--- src/rtl/secCachePkg.sv ---
`timescale 1ns/1ps
package secCachePkg;

  typedef enum logic [1:0] {
    MODE_OFF,
    MODE_INIT,
    MODE_NORMAL,
    MODE_FROZEN
  } mode_e;

  typedef enum logic [2:0] {
    ST_IDLE,
    ST_LOOK,
    ST_SINGLE,
    ST_CAST,
    ST_FILL,
    ST_DONE
  } state_e;

  // permissions granted by the decoded mode
  typedef struct packed {
    logic fill;
    logic castout;
    logic hitServe;
    logic writeUpdate;
    logic markDirty;
  } perm_t;

  // strobes from control to datapath
  typedef struct packed {
    logic latch;
    logic rspCache;
    logic rspMem;
    logic wordWrite;
    logic setDirty;
    logic fillBeat;
    logic fillDone;
    logic addrCast;
    logic addrLine;
  } strobe_t;

endpackage

--- src/rtl/secCacheModeDecode.sv ---
`timescale 1ns/1ps
module secCacheModeDecode
  import secCachePkg::*;
(
  input  logic  cfgEnable,
  input  logic  cfgInit,
  input  logic  cfgFreeze,
  input  logic  cfgWriteBack,
  output mode_e mode,
  output perm_t perm
);

  always_comb begin
    if (cfgEnable && !cfgInit) begin
      mode = cfgFreeze ? MODE_FROZEN : MODE_NORMAL;
    end else if (!cfgEnable && cfgInit) begin
      mode = MODE_INIT;
    end else begin
      mode = MODE_OFF; // includes the invalid enable+init combination
    end
  end

  always_comb begin
    perm = '0;
    case (mode)
      MODE_INIT: begin
        perm.fill        = 1'b1;
        perm.writeUpdate = 1'b1;
      end
      MODE_NORMAL: begin
        perm.fill        = 1'b1;
        perm.castout     = 1'b1;
        perm.hitServe    = 1'b1;
        perm.writeUpdate = 1'b1;
        perm.markDirty   = cfgWriteBack;
      end
      MODE_FROZEN: begin
        perm.hitServe    = 1'b1;
        perm.writeUpdate = 1'b1;
        perm.markDirty   = cfgWriteBack;
      end
      default: ;
    endcase
  end

endmodule

--- src/rtl/secCacheCtrl.sv ---
`timescale 1ns/1ps
module secCacheCtrl
  import secCachePkg::*;
#(
  parameter  int WORDS     = 4,
  localparam int WORD_BITS = $clog2(WORDS)
) (
  input  logic                 clk,
  input  logic                 rstN,
  input  logic                 cpuValid,
  input  mode_e                mode,
  input  perm_t                perm,
  input  logic                 hit,
  input  logic                 victimDirty,
  input  logic                 reqWrite,
  input  logic                 memAck,
  output strobe_t              strb,
  output logic [WORD_BITS-1:0] beat,
  output logic                 memReq,
  output logic                 memWrite,
  output logic                 cpuReady
);

  state_e state, nxt;
  perm_t  permQ;
  mode_e  modeQ;
  logic   lastBeat;

  assign lastBeat = (beat == WORD_BITS'(WORDS - 1));

  always_comb begin
    strb     = '0;
    nxt      = state;
    memReq   = 1'b0;
    memWrite = 1'b0;
    cpuReady = 1'b0;
    case (state)
      ST_IDLE: begin
        if (cpuValid) begin
          strb.latch = 1'b1;
          nxt        = ST_LOOK;
        end
      end
      ST_LOOK: begin
        if (!reqWrite) begin
          if (permQ.hitServe && hit) begin
            strb.rspCache = 1'b1;
            nxt           = ST_DONE;
          end else if (permQ.fill) begin
            nxt = (permQ.castout && victimDirty) ? ST_CAST : ST_FILL;
          end else begin
            nxt = ST_SINGLE;
          end
        end else if (permQ.writeUpdate && hit) begin
          strb.wordWrite = 1'b1;
          if (permQ.markDirty) begin
            strb.setDirty = 1'b1;
            nxt           = ST_DONE;
          end else begin
            nxt = ST_SINGLE;
          end
        end else begin
          nxt = ST_SINGLE;
        end
      end
      ST_SINGLE: begin
        memReq   = 1'b1;
        memWrite = reqWrite;
        if (memAck) begin
          strb.rspMem = !reqWrite;
          nxt         = ST_DONE;
        end
      end
      ST_CAST: begin
        memReq        = 1'b1;
        memWrite      = 1'b1;
        strb.addrCast = 1'b1;
        if (memAck && lastBeat) nxt = ST_FILL;
      end
      ST_FILL: begin
        memReq        = 1'b1;
        strb.addrLine = 1'b1;
        if (memAck) begin
          strb.fillBeat = 1'b1;
          if (lastBeat) begin
            strb.fillDone = 1'b1;
            nxt           = ST_DONE;
          end
        end
      end
      ST_DONE: begin
        cpuReady = 1'b1;
        nxt      = ST_IDLE;
      end
      default: nxt = ST_IDLE;
    endcase
  end

  always_ff @(posedge clk or negedge rstN) begin
    if (!rstN) begin
      state <= ST_IDLE;
      beat  <= '0;
      permQ <= '0;
      modeQ <= MODE_OFF;
    end else begin
      state <= nxt;
      if (strb.latch) begin
        permQ <= perm;
        modeQ <= mode;
      end
      if (state == ST_LOOK) begin
        beat <= '0;
      end else if ((state == ST_CAST || state == ST_FILL) && memAck) begin
        beat <= beat + 1'b1;
      end
    end
  end

  AST_READY_PULSE: assert property (@(posedge clk) disable iff (!rstN)
    cpuReady |=> !cpuReady);

  AST_CAST_ONLY_NORMAL: assert property (@(posedge clk) disable iff (!rstN)
    (state == ST_CAST) |-> (modeQ == MODE_NORMAL));

endmodule

--- src/rtl/secCacheDatapath.sv ---
`timescale 1ns/1ps
module secCacheDatapath
  import secCachePkg::*;
#(
  parameter  int ADDR_W    = 16,
  parameter  int DATA_W    = 32,
  parameter  int LINES     = 16,
  parameter  int WORDS     = 4,
  localparam int WORD_BITS = $clog2(WORDS)
) (
  input  logic                 clk,
  input  logic                 rstN,
  input  strobe_t              strb,
  input  logic [WORD_BITS-1:0] beat,
  input  logic [ADDR_W-1:0]    cpuAddr,
  input  logic                 cpuWrite,
  input  logic [DATA_W-1:0]    cpuWdata,
  input  logic [DATA_W-1:0]    memRdata,
  output logic                 reqWrite,
  output logic                 hit,
  output logic                 victimDirty,
  output logic [ADDR_W-1:0]    memAddr,
  output logic [DATA_W-1:0]    memWdata,
  output logic [DATA_W-1:0]    cpuRdata
);

  localparam int BYTE_BITS = $clog2(DATA_W / 8);
  localparam int IDX_BITS  = $clog2(LINES);
  localparam int TAG_W     = ADDR_W - IDX_BITS - WORD_BITS - BYTE_BITS;

  logic [ADDR_W-1:0]    reqAddr;
  logic [DATA_W-1:0]    reqWdata;
  logic [DATA_W-1:0]    rspData;
  logic [TAG_W-1:0]     tagArr  [LINES];
  logic [DATA_W-1:0]    dataArr [LINES][WORDS];
  logic [LINES-1:0]     validArr;
  logic [LINES-1:0]     dirtyArr;

  logic [TAG_W-1:0]     reqTag;
  logic [IDX_BITS-1:0]  idx;
  logic [WORD_BITS-1:0] word;

  assign reqTag = reqAddr[ADDR_W-1 -: TAG_W];
  assign idx    = reqAddr[BYTE_BITS+WORD_BITS +: IDX_BITS];
  assign word   = reqAddr[BYTE_BITS +: WORD_BITS];

  assign hit         = validArr[idx] && (tagArr[idx] == reqTag);
  assign victimDirty = validArr[idx] && dirtyArr[idx];
  assign cpuRdata    = rspData;

  always_comb begin
    if (strb.addrCast) begin
      memAddr = {tagArr[idx], idx, beat, {BYTE_BITS{1'b0}}};
    end else if (strb.addrLine) begin
      memAddr = {reqTag, idx, beat, {BYTE_BITS{1'b0}}};
    end else begin
      memAddr = reqAddr;
    end
    memWdata = strb.addrCast ? dataArr[idx][beat] : reqWdata;
  end

  // request capture, line state and response register
  always_ff @(posedge clk or negedge rstN) begin
    if (!rstN) begin
      reqAddr  <= '0;
      reqWrite <= 1'b0;
      reqWdata <= '0;
      rspData  <= '0;
      validArr <= '0;
      dirtyArr <= '0;
    end else begin
      if (strb.latch) begin
        reqAddr  <= cpuAddr;
        reqWrite <= cpuWrite;
        reqWdata <= cpuWdata;
      end
      if (strb.fillDone) begin
        validArr[idx] <= 1'b1;
        dirtyArr[idx] <= 1'b0;
      end
      if (strb.setDirty) dirtyArr[idx] <= 1'b1;
      if (strb.rspCache) begin
        rspData <= dataArr[idx][word];
      end else if (strb.rspMem) begin
        rspData <= memRdata;
      end else if (strb.fillBeat && (beat == word)) begin
        rspData <= memRdata;
      end
    end
  end

  // storage arrays: no reset, qualified by validArr
  always_ff @(posedge clk) begin
    if (strb.fillBeat)  dataArr[idx][beat] <= memRdata;
    if (strb.wordWrite) dataArr[idx][word] <= reqWdata;
    if (strb.fillDone)  tagArr[idx]        <= reqTag;
  end

  AST_FILL_CLEAN: assert property (@(posedge clk) disable iff (!rstN)
    strb.fillDone |=> (validArr[$past(idx)] && !dirtyArr[$past(idx)]));

  AST_DIRTY_NEEDS_VALID: assert property (@(posedge clk) disable iff (!rstN)
    ((dirtyArr & ~validArr) == '0));

endmodule

--- src/rtl/secCacheTop.sv ---
`timescale 1ns/1ps
module secCacheTop
  import secCachePkg::*;
#(
  parameter int ADDR_W = 16,
  parameter int DATA_W = 32,
  parameter int LINES  = 16,
  parameter int WORDS  = 4
) (
  input  logic              clk,
  input  logic              rstN,
  input  logic              cfgEnable,
  input  logic              cfgInit,
  input  logic              cfgFreeze,
  input  logic              cfgWriteBack,
  input  logic              cpuValid,
  output logic              cpuReady,
  input  logic [ADDR_W-1:0] cpuAddr,
  input  logic              cpuWrite,
  input  logic [DATA_W-1:0] cpuWdata,
  output logic [DATA_W-1:0] cpuRdata,
  output logic              memReq,
  output logic              memWrite,
  output logic [ADDR_W-1:0] memAddr,
  output logic [DATA_W-1:0] memWdata,
  input  logic [DATA_W-1:0] memRdata,
  input  logic              memAck
);

  localparam int WORD_BITS = $clog2(WORDS);

  mode_e                mode;
  perm_t                perm;
  strobe_t              strb;
  logic [WORD_BITS-1:0] beat;
  logic                 hit;
  logic                 victimDirty;
  logic                 reqWrite;

  secCacheModeDecode u_decode (
    .cfgEnable   (cfgEnable),
    .cfgInit     (cfgInit),
    .cfgFreeze   (cfgFreeze),
    .cfgWriteBack(cfgWriteBack),
    .mode        (mode),
    .perm        (perm)
  );

  secCacheCtrl #(.WORDS(WORDS)) u_ctrl (
    .clk        (clk),
    .rstN       (rstN),
    .cpuValid   (cpuValid),
    .mode       (mode),
    .perm       (perm),
    .hit        (hit),
    .victimDirty(victimDirty),
    .reqWrite   (reqWrite),
    .memAck     (memAck),
    .strb       (strb),
    .beat       (beat),
    .memReq     (memReq),
    .memWrite   (memWrite),
    .cpuReady   (cpuReady)
  );

  secCacheDatapath #(
    .ADDR_W(ADDR_W),
    .DATA_W(DATA_W),
    .LINES (LINES),
    .WORDS (WORDS)
  ) u_dp (
    .clk        (clk),
    .rstN       (rstN),
    .strb       (strb),
    .beat       (beat),
    .cpuAddr    (cpuAddr),
    .cpuWrite   (cpuWrite),
    .cpuWdata   (cpuWdata),
    .memRdata   (memRdata),
    .reqWrite   (reqWrite),
    .hit        (hit),
    .victimDirty(victimDirty),
    .memAddr    (memAddr),
    .memWdata   (memWdata),
    .cpuRdata   (cpuRdata)
  );

  AST_MEM_HOLD: assert property (@(posedge clk) disable iff (!rstN)
    (memReq && !memAck) |=> (memReq && $stable(memAddr) && $stable(memWrite)));

endmodule

--- config.mk ---
export PLATFORM = sky130hd
export DESIGN_NAME = secCacheTop
export DESIGN_NICKNAME = d
export VERILOG_FILES = /design/src/rtl/secCachePkg.sv /design/src/rtl/secCacheModeDecode.sv /design/src/rtl/secCacheCtrl.sv /design/src/rtl/secCacheDatapath.sv /design/src/rtl/secCacheTop.sv
export SDC_FILE = /design/constraint.sdc
export NUM_CORES = 2
export LEC_CHECK = 0
export BUFFER_PORTS_ARGS = -buffer_cell sky130_fd_sc_hd__buf_2
export CORE_MARGIN = 2
export CORE_UTILIZATION = 43
export CTS_CLUSTER_SIZE = 24
export DETAILED_ROUTE_END_ITERATION = 7
export SYNTH_ARGS = -nofsm -noshare
export SYNTH_HDL_FRONTEND = slang
export SYNTH_SLANG_ARGS = --single-unit
--- constraint.sdc ---
create_clock -name clk -period 12.7 [get_ports clk]
set_input_delay 1.905 -clock clk [delete_from_list [all_inputs] [get_ports clk]]
set_output_delay 1.905 -clock clk [all_outputs]
set_load 0.1 [all_outputs]
==> impl_results.md <==
- Status: completed
- CP Class: flop to output port
- Post-DP HPWL: 148300 um
- Clock transition at the registers of the reported paths: 0.06 ns
- Clock power share: 28.1%
- Die W: 465.4 um
- Vias per Instance: 6.190
- Crit Path Max Fanout: 46
- Slew headroom: 19.31%
- RePlAce Congestion: 0.8247
- Area Growth Syn to Fin: 13.28%
- Mapped Cells: 3931
- Most common cell after layout, fill and taps aside: edfxtp_1
- Critical path, cell by cell: buf_4 -> buf_4 -> mux4_2 -> mux4_2 -> mux4_2 -> mux2_2 -> buf_2
- Fin crit period: 7.625 ns
- Required @ worst endpoint: 10.80 ns
- # setup viols final: 0
- Top Usage Layer GRT: met2
- Layout fillers: 16830
- DR iter-0 viols: 5873
- Core footprint: 211900 um2
- Max Slew Vio Count: 0
- Syn Nets: 4025
- Pin count of the biggest net entering global routing: 137
- Number of max-cap violations: 0
- Drt pass-1 iters: 6
- Final Hold Vio Count: 0
- Crit start category: flop
- # H-tree levels: 4
- GRT overflow: 0
- Cell area after synthesis: 91530 um2
- Slowest CP cell: buf_4
- Die Ht: 465.4 um
- DR vias: 44780
- Max Clk Rate: 0.1311 GHz
- Reg2Reg Depth: 13
- Flop-to-flop setup slack: 5.77 ns
- Critical path arrival: 5.72 ns
- Hold WS: 0.4654 ns
- DRC: 0
- Most frequent cells in the layout: edfxtp_1 (2176), mux4_2 (737), mux2_2 (271), clkbuf_16 (231), buf_2 (170)
- Postcts setup bufs: 0
- Vias in the first global route: 44600
- Psw: 0.007888 W
- Pint: 0.01524 W
- Sink Count: 2299
- Starting Density: 43.20%
- Setup TNS: 0 ns
- Sw frac: 34.11%
- Die area: 216600 um2
- Post_cts resized: 0
- Leakage: 32.32 nW
- Root buf cell: clkbuf_16
- Avg Cell Area, Syn: 23.29 um2
- Fin crit share: 60.04%
- CP top delay family: multiplexers
- Hold depth: 1
- Met3 usage in global routing: 4.775%
- CTS tree: yes
- Worst r2r src: u_dp.reqAddr[7]$_DFFE_PN0P_
- Slowest cell delay on critical path: 0.89 ns
- Worst clock skew: 0.04702 ns
- Buffer depth of the longest clock path: 3
- I/O Buffers: 171
- First-pass GRT wire length: 359700 um
- Sequential power share: 38.9%
- Combinational share of power: 33.0%
- Grt met2 use: 37.56%
- Power density over the cells: 223.0 nW/um2
- Layout cells sized above 1: 38.92%
- Number of synthesized flops with an enable pin: 2176
- FFs w/ async S/R, synth: 5.350%
- GR Layer Usage met1: 33.62%
- WL final: 258300 um
- Total CTS buffers: 225
- WHS Endpoint: u_dp.validArr[14]$_DFFE_PN0P_
- Sequential area share after synthesis: 74.75%
- Routed Antenna Nets: 0
- RR Endpoint: u_dp.dataArr[14][43]$_DFFE_PP_
- I/O pins: 172
- Worst-margin pin slew: 1.210 ns
- Synth warnings: 0
- Yosys cell types: 65
- Std-Cell Rows: 169
- Most common cell on crit path: mux4_2
- Unrepaired setup endpoints after global routing: no
- Min-delay worst type: flop to flop
- Synthesis-stage register bit count: 2299
- Main synth FF type: edfxtp_1
- Hold_sp: u_dp.validArr[14]$_DFFE_PN0P_
- Worst-skew pair later-pin latency: 0.89 ns
- GRT Overall Usage: 23.94%
- Antenna violations before repair: 14
- Wire per inst: 35.71 um
- Hold Buf Count CTS: 0
- Bufs and invs on worst path: 3
- Worst VDD drop: 0.2656 mV
- Layout Nets: 4303
- Crit end category: output port
==> routing by layer <==
metal / share of wire (%) / wire, um
met5: 0 / 0
met4: 3.7 / 9443
met3: 8.3 / 21440
met2: 48 / 124200
met1: 40 / 103200
==> metrics by stage <==
stage | cells | setup slack [ns] | area [um2] | utilization, % | power, W
floorplan | 3931 | 7.139 | 91530 | - | 0.01436
global placement | 6803 | 5.870 | 96540 | 45.56 | 0.01677
detailed placement | 6803 | 5.868 | 96540 | 45.56 | 0.01679
CTS | 7225 | 4.901 | 103700 | 48.93 | 0.02325
global route | 7230 | 4.770 | 103700 | 48.93 | 0.02380
finish | 7235 | 5.075 | 103700 | 48.94 | 0.02313
==> power groups by stage <==
stage               clock (W)  sequential [W]  combinational [W]
detailed placement          0         0.00915            0.00764
global placement            0         0.00914            0.00763
finish                0.00649         0.00900            0.00764
global route          0.00688         0.00901            0.00791
floorplan                   0         0.00920            0.00516
CTS                   0.00659         0.00899            0.00767
==> worst max-delay path by stage <==
stage | cells past startpoint | from | end
floorplan | 8 | u_dp.reqAddr[4]$_DFFE_PN0P_ | memAddr[15]
global placement | 7 | u_dp.reqAddr[4]$_DFFE_PN0P_ | memWdata[20]
detailed placement | 7 | u_dp.reqAddr[4]$_DFFE_PN0P_ | memWdata[19]
CTS | 7 | u_dp.reqAddr[4]$_DFFE_PN0P_ | memWdata[19]
global route | 7 | u_dp.reqAddr[4]$_DFFE_PN0P_ | memWdata[20]
finish | 7 | u_dp.reqAddr[4]$_DFFE_PN0P_ | memWdata[6]
==> kinds of logic after synthesis <==
kind of cell | share of synthesized area (%)
DFF | 74.75
muxes | 21.80
buffers and inverters | 1.255
and+or+nand+nor | 0.9979
AOI/OAI and AO/OA | 1.079
xor gates and xnor gates | 0.04784
adders and majority gates | 0.06835
==> synth_stat cells (5+ instances only) <==
| library cell | count | area, um2 |
|---|---|---|
| nor2_1 | 36 | 135.1 |
| and2_1 | 5 | 31.28 |
| a21oi_2 | 10 | 87.58 |
| edfxtp_1 | 2176 | 65340 |
| nand2_1 | 49 | 183.9 |
| mux2_2 | 271 | 3052 |
| buf_6 | 11 | 123.9 |
| nand3_1 | 14 | 70.07 |
| mux2i_1 | 18 | 180.2 |
| a21oi_1 | 68 | 340.3 |
| clkbuf_1 | 122 | 457.9 |
| inv_1 | 10 | 37.54 |
| o21ai_0 | 49 | 245.2 |
| nor2b_1 | 10 | 62.56 |
| dfrtp_1 | 123 | 3078 |
| a22oi_1 | 5 | 37.54 |
| nand2b_1 | 6 | 37.54 |
| buf_4 | 11 | 82.58 |
| or4_1 | 18 | 135.1 |
| buf_2 | 75 | 375.4 |
| buf_1 | 17 | 63.81 |
| mux4_2 | 737 | 16600 |
| or2_2 | 17 | 106.4 |
| ha_1 | 5 | 62.56 |
==> state kept, by name, summed over array words and instances, names as in the netlist, named ones only <==
register and flops:
u_dp.reqWrite 1, u_dp.reqWdata 32, u_ctrl.permQ 5, u_ctrl.beat 2, u_dp.tagArr 128, u_dp.dataArr 2048, u_dp.validArr 16, u_dp.cpuRdata 32
u_ctrl.state 3, u_dp.dirtyArr 1, u_dp.reqAddr 16
==> final cells by class <==
type                    count  area (um2)  area share (%)
inverters                  12       45.04         0.04344
clock buffers             310        6177           5.958
multi-input cells        1384       22690           21.88
clock inverters           112       948.4          0.9147
repair buffers            287        1833           1.768
well taps                2821        3530           3.404
flip-flops and latches   2299       68440           66.01
diodes                     10       25.02         0.02413
No activity file was read; power rests on OpenSTA's default activity.
